## config.mk

```make
export PLATFORM = sky130hd
export DESIGN_NAME = ret_addr_stack
export DESIGN_NICKNAME = d
export VERILOG_FILES = /design/src/rtl/ras_pkg.sv /design/src/rtl/ras_ctrl.sv /design/src/rtl/ras_dp.sv /design/src/rtl/ret_addr_stack.sv
export SDC_FILE = /design/constraint.sdc
export NUM_CORES = 1
export LEC_CHECK = 0
export ABC_CLOCK_PERIOD_IN_PS = 13800
export BUFFER_PORTS_ARGS = -buffer_cell sky130_fd_sc_hd__buf_2
export CORE_MARGIN = 3
export CORE_UTILIZATION = 40
export CTS_CLUSTER_DIAMETER = 50
export DETAILED_ROUTE_END_ITERATION = 7
export GPL_TIMING_DRIVEN = 0
export REMOVE_ABC_BUFFERS = 1
export SYNTH_ARGS = -nofsm -noshare
export SYNTH_HDL_FRONTEND = slang
export SYNTH_SLANG_ARGS = --single-unit
```

## constraint.sdc

```tcl
create_clock -name clk -period 13.8 [get_ports clk]
set_clock_uncertainty 0.2 [all_clocks]
set_input_delay 0 -clock clk [delete_from_list [all_inputs] [get_ports clk]]
set_output_delay 0 -clock clk [all_outputs]
set_load 0.02 [all_outputs]
```

## src/rtl/ras_pkg.sv

```systemverilog
package ras_pkg;
  typedef struct packed {
    logic ptrInc;
    logic ptrDec;
    logic ptrZero;
    logic ptrLoad;
    logic wrNext;
    logic wrCur;
    logic setOvf;
    logic setUnf;
  } rasStrobe_t;
endpackage

```

## src/rtl/ras_ctrl.sv

```systemverilog
module ras_ctrl
  import ras_pkg::*;
#(
  parameter int PTR_W = 5
) (
  input  logic             clk,
  input  logic             rstN,
  input  logic             cfgOvfRst,
  input  logic             cfgUnfRst,
  input  logic             pushReq,
  input  logic             popReq,
  input  logic             dropReq,
  input  logic             tosWrEn,
  input  logic             ptrWrEn,
  input  logic [PTR_W-1:0] ptr,
  output rasStrobe_t       stb,
  output logic             resetReq
);
  localparam logic [PTR_W-1:0] TOP_IDX  = '1;
  localparam logic [PTR_W-1:0] NEAR_IDX = TOP_IDX - 1'b1;

  logic isEmpty, isFull, isNear, rstNext;

  assign isEmpty = (ptr == '0);
  assign isFull  = (ptr == TOP_IDX);
  assign isNear  = (ptr == NEAR_IDX);

  always_comb begin
    stb     = '0;
    rstNext = 1'b0;
    if (pushReq) begin
      if (isFull) begin
        stb.setOvf = 1'b1;
        if (cfgOvfRst) begin
          stb.ptrZero = 1'b1;
          rstNext     = 1'b1;
        end
      end else begin
        stb.wrNext = 1'b1;
        if (isNear) begin
          stb.setOvf = 1'b1;
          if (cfgOvfRst) begin
            stb.ptrZero = 1'b1;
            rstNext     = 1'b1;
          end else begin
            stb.ptrInc = 1'b1;
          end
        end else begin
          stb.ptrInc = 1'b1;
        end
      end
    end else if (popReq || dropReq) begin
      if (isEmpty) begin
        stb.setUnf = 1'b1;
        rstNext    = cfgUnfRst;
      end else begin
        stb.ptrDec = 1'b1;
      end
    end else if (tosWrEn) begin
      stb.wrCur = !isEmpty;
    end else if (ptrWrEn) begin
      stb.ptrLoad = 1'b1;
    end
  end

  always_ff @(posedge clk or negedge rstN) begin
    if (!rstN) resetReq <= 1'b0;
    else       resetReq <= rstNext;
  end

  AST_SINGLE_MOVE: assert property (@(posedge clk) disable iff (!rstN)
    $countones({stb.ptrInc, stb.ptrDec, stb.ptrZero, stb.ptrLoad}) <= 1);
  AST_NO_EMPTY_DEC: assert property (@(posedge clk) disable iff (!rstN)
    (popReq && isEmpty) |-> !stb.ptrDec);
endmodule

```

## src/rtl/ras_dp.sv

```systemverilog
module ras_dp
  import ras_pkg::*;
#(
  parameter int PTR_W      = 5,
  parameter int DATA_W     = 21,
  parameter bit CLR_ON_ONE = 1'b0
) (
  input  logic              clk,
  input  logic              rstN,
  input  rasStrobe_t        stb,
  input  logic [DATA_W-1:0] pushPc,
  input  logic [DATA_W-1:0] tosWrData,
  input  logic [PTR_W-1:0]  ptrWrData,
  input  logic              flagWrEn,
  input  logic [1:0]        flagWrData,
  output logic [PTR_W-1:0]  ptr,
  output logic [DATA_W-1:0] topData,
  output logic              ovfFlag,
  output logic              unfFlag
);
  localparam int DEPTH = (1 << PTR_W) - 1;

  logic [DATA_W-1:0] mem [1:DEPTH];
  logic [PTR_W-1:0]  nextIdx;
  logic [1:0]        swClr;

  assign nextIdx = ptr + 1'b1;
  assign topData = (ptr == '0) ? '0 : mem[ptr];

  always_ff @(posedge clk) begin
    if (stb.wrNext)     mem[nextIdx] <= pushPc;
    else if (stb.wrCur) mem[ptr]     <= tosWrData;
  end

  always_ff @(posedge clk or negedge rstN) begin
    if (!rstN)            ptr <= '0;
    else if (stb.ptrLoad) ptr <= ptrWrData;
    else if (stb.ptrZero) ptr <= '0;
    else if (stb.ptrInc)  ptr <= nextIdx;
    else if (stb.ptrDec)  ptr <= ptr - 1'b1;
  end

  generate
    if (CLR_ON_ONE) begin : gClrOne
      assign swClr = {2{flagWrEn}} & flagWrData;
    end else begin : gClrZero
      assign swClr = {2{flagWrEn}} & ~flagWrData;
    end
  endgenerate

  always_ff @(posedge clk or negedge rstN) begin
    if (!rstN) begin
      ovfFlag <= 1'b0;
      unfFlag <= 1'b0;
    end else begin
      if (stb.setOvf)    ovfFlag <= 1'b1;
      else if (swClr[0]) ovfFlag <= 1'b0;
      if (stb.setUnf)    unfFlag <= 1'b1;
      else if (swClr[1]) unfFlag <= 1'b0;
    end
  end

  AST_WR_CUR_VALID: assert property (@(posedge clk) disable iff (!rstN)
    stb.wrCur |-> (ptr != '0));
  AST_WR_NEXT_VALID: assert property (@(posedge clk) disable iff (!rstN)
    stb.wrNext |-> (nextIdx != '0));
  AST_SET_WINS: assert property (@(posedge clk) disable iff (!rstN)
    stb.setUnf |=> unfFlag);
endmodule

```

## src/rtl/ret_addr_stack.sv

```systemverilog
module ret_addr_stack
  import ras_pkg::*;
#(
  parameter int PTR_W      = 5,
  parameter int DATA_W     = 21,
  parameter bit CLR_ON_ONE = 1'b0
) (
  input  logic              clk,
  input  logic              rstN,
  input  logic              cfgOvfRst,
  input  logic              cfgUnfRst,
  input  logic              pushReq,
  input  logic [DATA_W-1:0] pushPc,
  input  logic              popReq,
  input  logic              dropReq,
  input  logic              tosWrEn,
  input  logic [DATA_W-1:0] tosWrData,
  input  logic              ptrWrEn,
  input  logic [PTR_W-1:0]  ptrWrData,
  input  logic              flagWrEn,
  input  logic [1:0]        flagWrData,
  output logic [DATA_W-1:0] topAddr,
  output logic [PTR_W-1:0]  stkPtr,
  output logic              ovfFlag,
  output logic              unfFlag,
  output logic              resetReq
);
  localparam logic [PTR_W-1:0] TOP_IDX  = '1;
  localparam logic [PTR_W-1:0] NEAR_IDX = TOP_IDX - 1'b1;

  rasStrobe_t stb;

  ras_ctrl #(.PTR_W(PTR_W)) uCtrl (
    .clk(clk), .rstN(rstN), .cfgOvfRst(cfgOvfRst), .cfgUnfRst(cfgUnfRst),
    .pushReq(pushReq), .popReq(popReq), .dropReq(dropReq),
    .tosWrEn(tosWrEn), .ptrWrEn(ptrWrEn), .ptr(stkPtr),
    .stb(stb), .resetReq(resetReq)
  );

  ras_dp #(.PTR_W(PTR_W), .DATA_W(DATA_W), .CLR_ON_ONE(CLR_ON_ONE)) uDp (
    .clk(clk), .rstN(rstN), .stb(stb), .pushPc(pushPc),
    .tosWrData(tosWrData), .ptrWrData(ptrWrData),
    .flagWrEn(flagWrEn), .flagWrData(flagWrData),
    .ptr(stkPtr), .topData(topAddr), .ovfFlag(ovfFlag), .unfFlag(unfFlag)
  );

  AST_ONE_COMMAND: assert property (@(posedge clk) disable iff (!rstN)
    $countones({pushReq, popReq, dropReq, tosWrEn, ptrWrEn}) <= 1);
  AST_PUSH_ADVANCE: assert property (@(posedge clk) disable iff (!rstN)
    (pushReq && stkPtr < NEAR_IDX) |=> (stkPtr - $past(stkPtr)) == PTR_W'(1));
  AST_PUSH_VISIBLE: assert property (@(posedge clk) disable iff (!rstN)
    (pushReq && stkPtr < NEAR_IDX) |=> topAddr == $past(pushPc));
  AST_POP_RETREAT: assert property (@(posedge clk) disable iff (!rstN)
    ((popReq || dropReq) && stkPtr != '0) |=> ($past(stkPtr) - stkPtr) == PTR_W'(1));
  AST_OVF_RESET: assert property (@(posedge clk) disable iff (!rstN)
    (pushReq && cfgOvfRst && stkPtr == NEAR_IDX) |=> (ovfFlag && resetReq && stkPtr == '0));
  AST_SATURATE: assert property (@(posedge clk) disable iff (!rstN)
    (pushReq && !cfgOvfRst && stkPtr == TOP_IDX) |=>
      (stkPtr == TOP_IDX && $stable(topAddr) && ovfFlag && !resetReq));
  AST_UNDERFLOW: assert property (@(posedge clk) disable iff (!rstN)
    ((popReq || dropReq) && stkPtr == '0) |-> topAddr == '0);
  AST_UNF_STICKY: assert property (@(posedge clk) disable iff (!rstN)
    ((popReq || dropReq) && stkPtr == '0) |=> (unfFlag && stkPtr == '0));
  AST_OVF_HOLD: assert property (@(posedge clk) disable iff (!rstN)
    (ovfFlag && !flagWrEn) |=> ovfFlag);
endmodule

```

==> results_dict.tcl <==
set metrics [dict create \
    status "finished clean" \
    grt_pass1_wl_um 90400 \
    clk_pin_slew_ns 0.06 \
    setup_viol 0 \
    end_kind "flop" \
    num_rows 92 \
    ys_ff_latch 659 \
    syn_area_um2 26000 \
    clock_latency_ns 0.59 \
    max_freq_ghz 0.161 \
    vdd_drop_max_v 0.000111 \
    cpMaxStageDelayCell "nand2_2" \
    seq_area_frac_synth_pct 76.0 \
    cts_sinks 659 \
    switching_share_pct 31.6 \
    crit_chain "buf_16, buf_16, inv_1, ha_1, or4b_4, nand2_2, a21boi_0, or3_1, nor2_4, buf_16" \
    comb_power_share_pct 32.1 \
    drt-total-wl_um 62100 \
    clock_path_buffers 3 \
    grtUsageTotal_pct 18.5 \
    maxSlewHeadroom_pct 26.2 \
    crit_arrival_ns 6.31 \
    drv_cap 0 \
    post_cts_resized 0 \
    synth_flop_cell "edfxtp_1" \
    power_uw 6420 \
    drc 0 \
    worstPathMaxFanout 35 \
    dp_hpwl_um 36300 \
    cts_tree "built" \
    antenna_found_initial 0 \
    yosys.area.top_type "edfxtp_1" \
    io_buffers 87 \
    tightest_slew_ns 1.11 \
    drtIter0Drc 1388 \
    worst_path_most_repeated_cell "buf_16" \
    initial_core_util_pct 40.8 \
    gp_congestion 0.735 \
    vias 13200 \
    die_h_um 261 \
    final_common_cell "edfxtp_1" \
    synthCells 1206 \
    fin_util_pct 49.2 \
    vias_per_cell 5.69 \
    p_leak_uw 0.0101 \
    die_area_um2 68100 \
    intPower_uw 4390 \
    grt_max_degree 64 \
    ant_nets 0 \
    htreeDepth 3 \
    p_switching_uw 2030 \
    post_drt_wl_per_cell_um 26.9 \
    critPathKind "reg -> reg" \
    cts_buffers 71 \
    seq_power_share_pct 39.9 \
    n_antenna_cell 0 \
    holdCritPathClass "in -> reg" \
    clockPowerShare_pct 28.1 \
    most-common-layout-cells "651 x edfxtp_1, 165 x mux4_2, 87 x buf_2, 76 x clkbuf_16, 71 x dlygate4sd3_1" \
    drt_pre_antenna_iters 5 \
    finalNetCount 1475 \
    drv_slew 0 \
    ys_async_sr_fraction_pct 1.21 \
    postCtsSetupBuffers 0 \
    rsz0062_at_grt "no" \
    ys_top_cells_by_area "edfxtp_1 75%, mux4_2 14%, mux2i_1 1.7%, mux2_2 1.0%, nor2_1 0.95%" \
    overflow 0 \
    grt_pass1_vias 13300 \
    crit_path_max_incr_delay_ns 0.76 \
    yosysUniqueCellTypes 55 \
    final_hold_viol_count 0 \
    fp.coreArea_um2 63700 \
    min_period_ns 6.21 \
    yosys_warnings 0 \
    critPathRequiredTime_ns 13.90 \
    syn-mean-instance-area_um2 21.5 \
    syn_to_final_growth_pct 20.5 \
    die_w_um 261 \
    synth-edff-count 651 \
    synth_top_area_share_pct 75.2 \
    finalCritPeriodShare_pct 45.0 \
    drive_above_1_share_pct 31.3 \
    ctsRootBufferMaster "clkbuf_16" \
    start_kind "flop" \
    io_pins 88 \
    powerDensity_nw_per_um2 205 \
]
==> metal layers <==
layer | GRT usage [%] | vias to the layer above | part of all wire [%]
met4 | 6.30 | 0 | 2.9
li1 | - | 5506 | -
met2 | 27.6 | 539 | 46
met3 | 3.41 | 112 | 7.2
met1 | 27.6 | 7003 | 44
met5 | 0 | - | 0
==> power by group through the flow <==
stage	Sequential, uW	Clock (uW)	Combinational [uW]
2_1_floorplan	2730	0	1320
3_3_place_gp	2900	0	1920
3_5_place_dp	2600	0	2040
4_1_cts	2560	1840	2090
5_1_grt	2580	1920	2190
6_report	2560	1800	2060
==> stage by stage <==
step                      setup TNS [ns]  setup slack, ns  area [um2]  std cells  hold WS, ns
after floorplan                        0             2.53       25700       1142       -0.496
after global placement          -3842.05            -4.93       27200       2075       -0.352
after detailed placement               0             7.46       28400       2113       -0.346
after CTS                              0             7.45       31300       2311     0.000566
after global routing                   0             7.34       31300       2311       0.0339
final                                  0             7.59       31300       2311      0.00700
==> registers in the layout (all words and copies together), names as in the netlist <==
name	count
uCtrl.resetReq	1
uDp.mem	651
uDp.ovfFlag	1
uDp.ptr	5
uDp.unfFlag	1
==> logic make-up (layout without fill, tap and decap cells) <==
logic type / count (synthesis) / count (layout) / synth area share (%)
DFF: 659 / 659 / 76.0
muxes: 233 / 233 / 17.0
AOI/OAI and AO/OA: 123 / 123 / 3.23
and+or+nand+nor: 111 / 111 / 2.04
buffers and inverters: 70 / 329 / 1.30
adders and majority gates: 5 / 5 / 0.241
xor gates and xnor gates: 5 / 5 / 0.169
==> critical path: cells and delay by family (launching register included) <==
kind | cells | cell delay (ns)
compound gates | 1 | 0.43
buf+inv | 4 | 1.43
flops | 1 | 0.70
fa+ha+maj | 1 | 0.52
simple gates | 4 | 2.54
==> Yosys cell counts, drive strengths merged (2+ instances only) <==
library cell / n
a211oi: 23
a21boi: 3
a21o: 20
a21oi: 27
a22oi: 3
a31oi: 2
and3: 2
and4: 2
buf: 42
clkbuf: 22
dfrtp: 8
edfxtp: 651
ha: 5
inv: 6
mux2: 23
mux2i: 45
mux4: 165
nand2: 16
nand2b: 4
nand3: 4
nor2: 66
nor2b: 3
nor3: 4
nor4b: 2
o211a: 2
o21ai: 9
o22ai: 21
or2: 2
or3: 2
or4b: 2
xnor2: 4
==> worst paths after layout <==
check | to | slack [ns] | depth (start not counted) | start
worst max-delay path | uDp.mem[26][8]$_DFFE_PP_ | 7.59 | 10 | uDp.ptr[0]$_DFFE_PN0P_
worst min-delay path | uDp.mem[2][18]$_DFFE_PP_ | 0.007 | 2 | pushPc[18]
worst min register to register | uDp.ptr[2]$_DFFE_PN0P_ | 1.33 | 2 | uDp.ptr[2]$_DFFE_PN0P_
worst max register to register | uDp.mem[26][8]$_DFFE_PP_ | 7.59 | 10 | uDp.ptr[0]$_DFFE_PN0P_
min in group asynchronous | uDp.ptr[3]$_DFFE_PN0P_ | 0.19 | 3 | rstN
max in group asynchronous | uDp.ptr[1]$_DFFE_PN0P_ | 12.90 | 3 | rstN
==> final cells by class <==
class | instances | area [um2]
repair buffers | 196 | 2110
clock inverters | 38 | 263
clock buffers | 89 | 1950
inverters | 6 | 22.5
well taps | 846 | 1060
fillers | 5052 | 32300
flip-flops and latches | 659 | 19800
multi-input cells | 477 | 6140
==> repair_timing <==
item                                    CTS  global route
hold buffers                             71             0
hold endpoints to repair                535             0
endpoints found under the setup margin    0             0
Note: power is estimated with default switching activity, not from simulation.
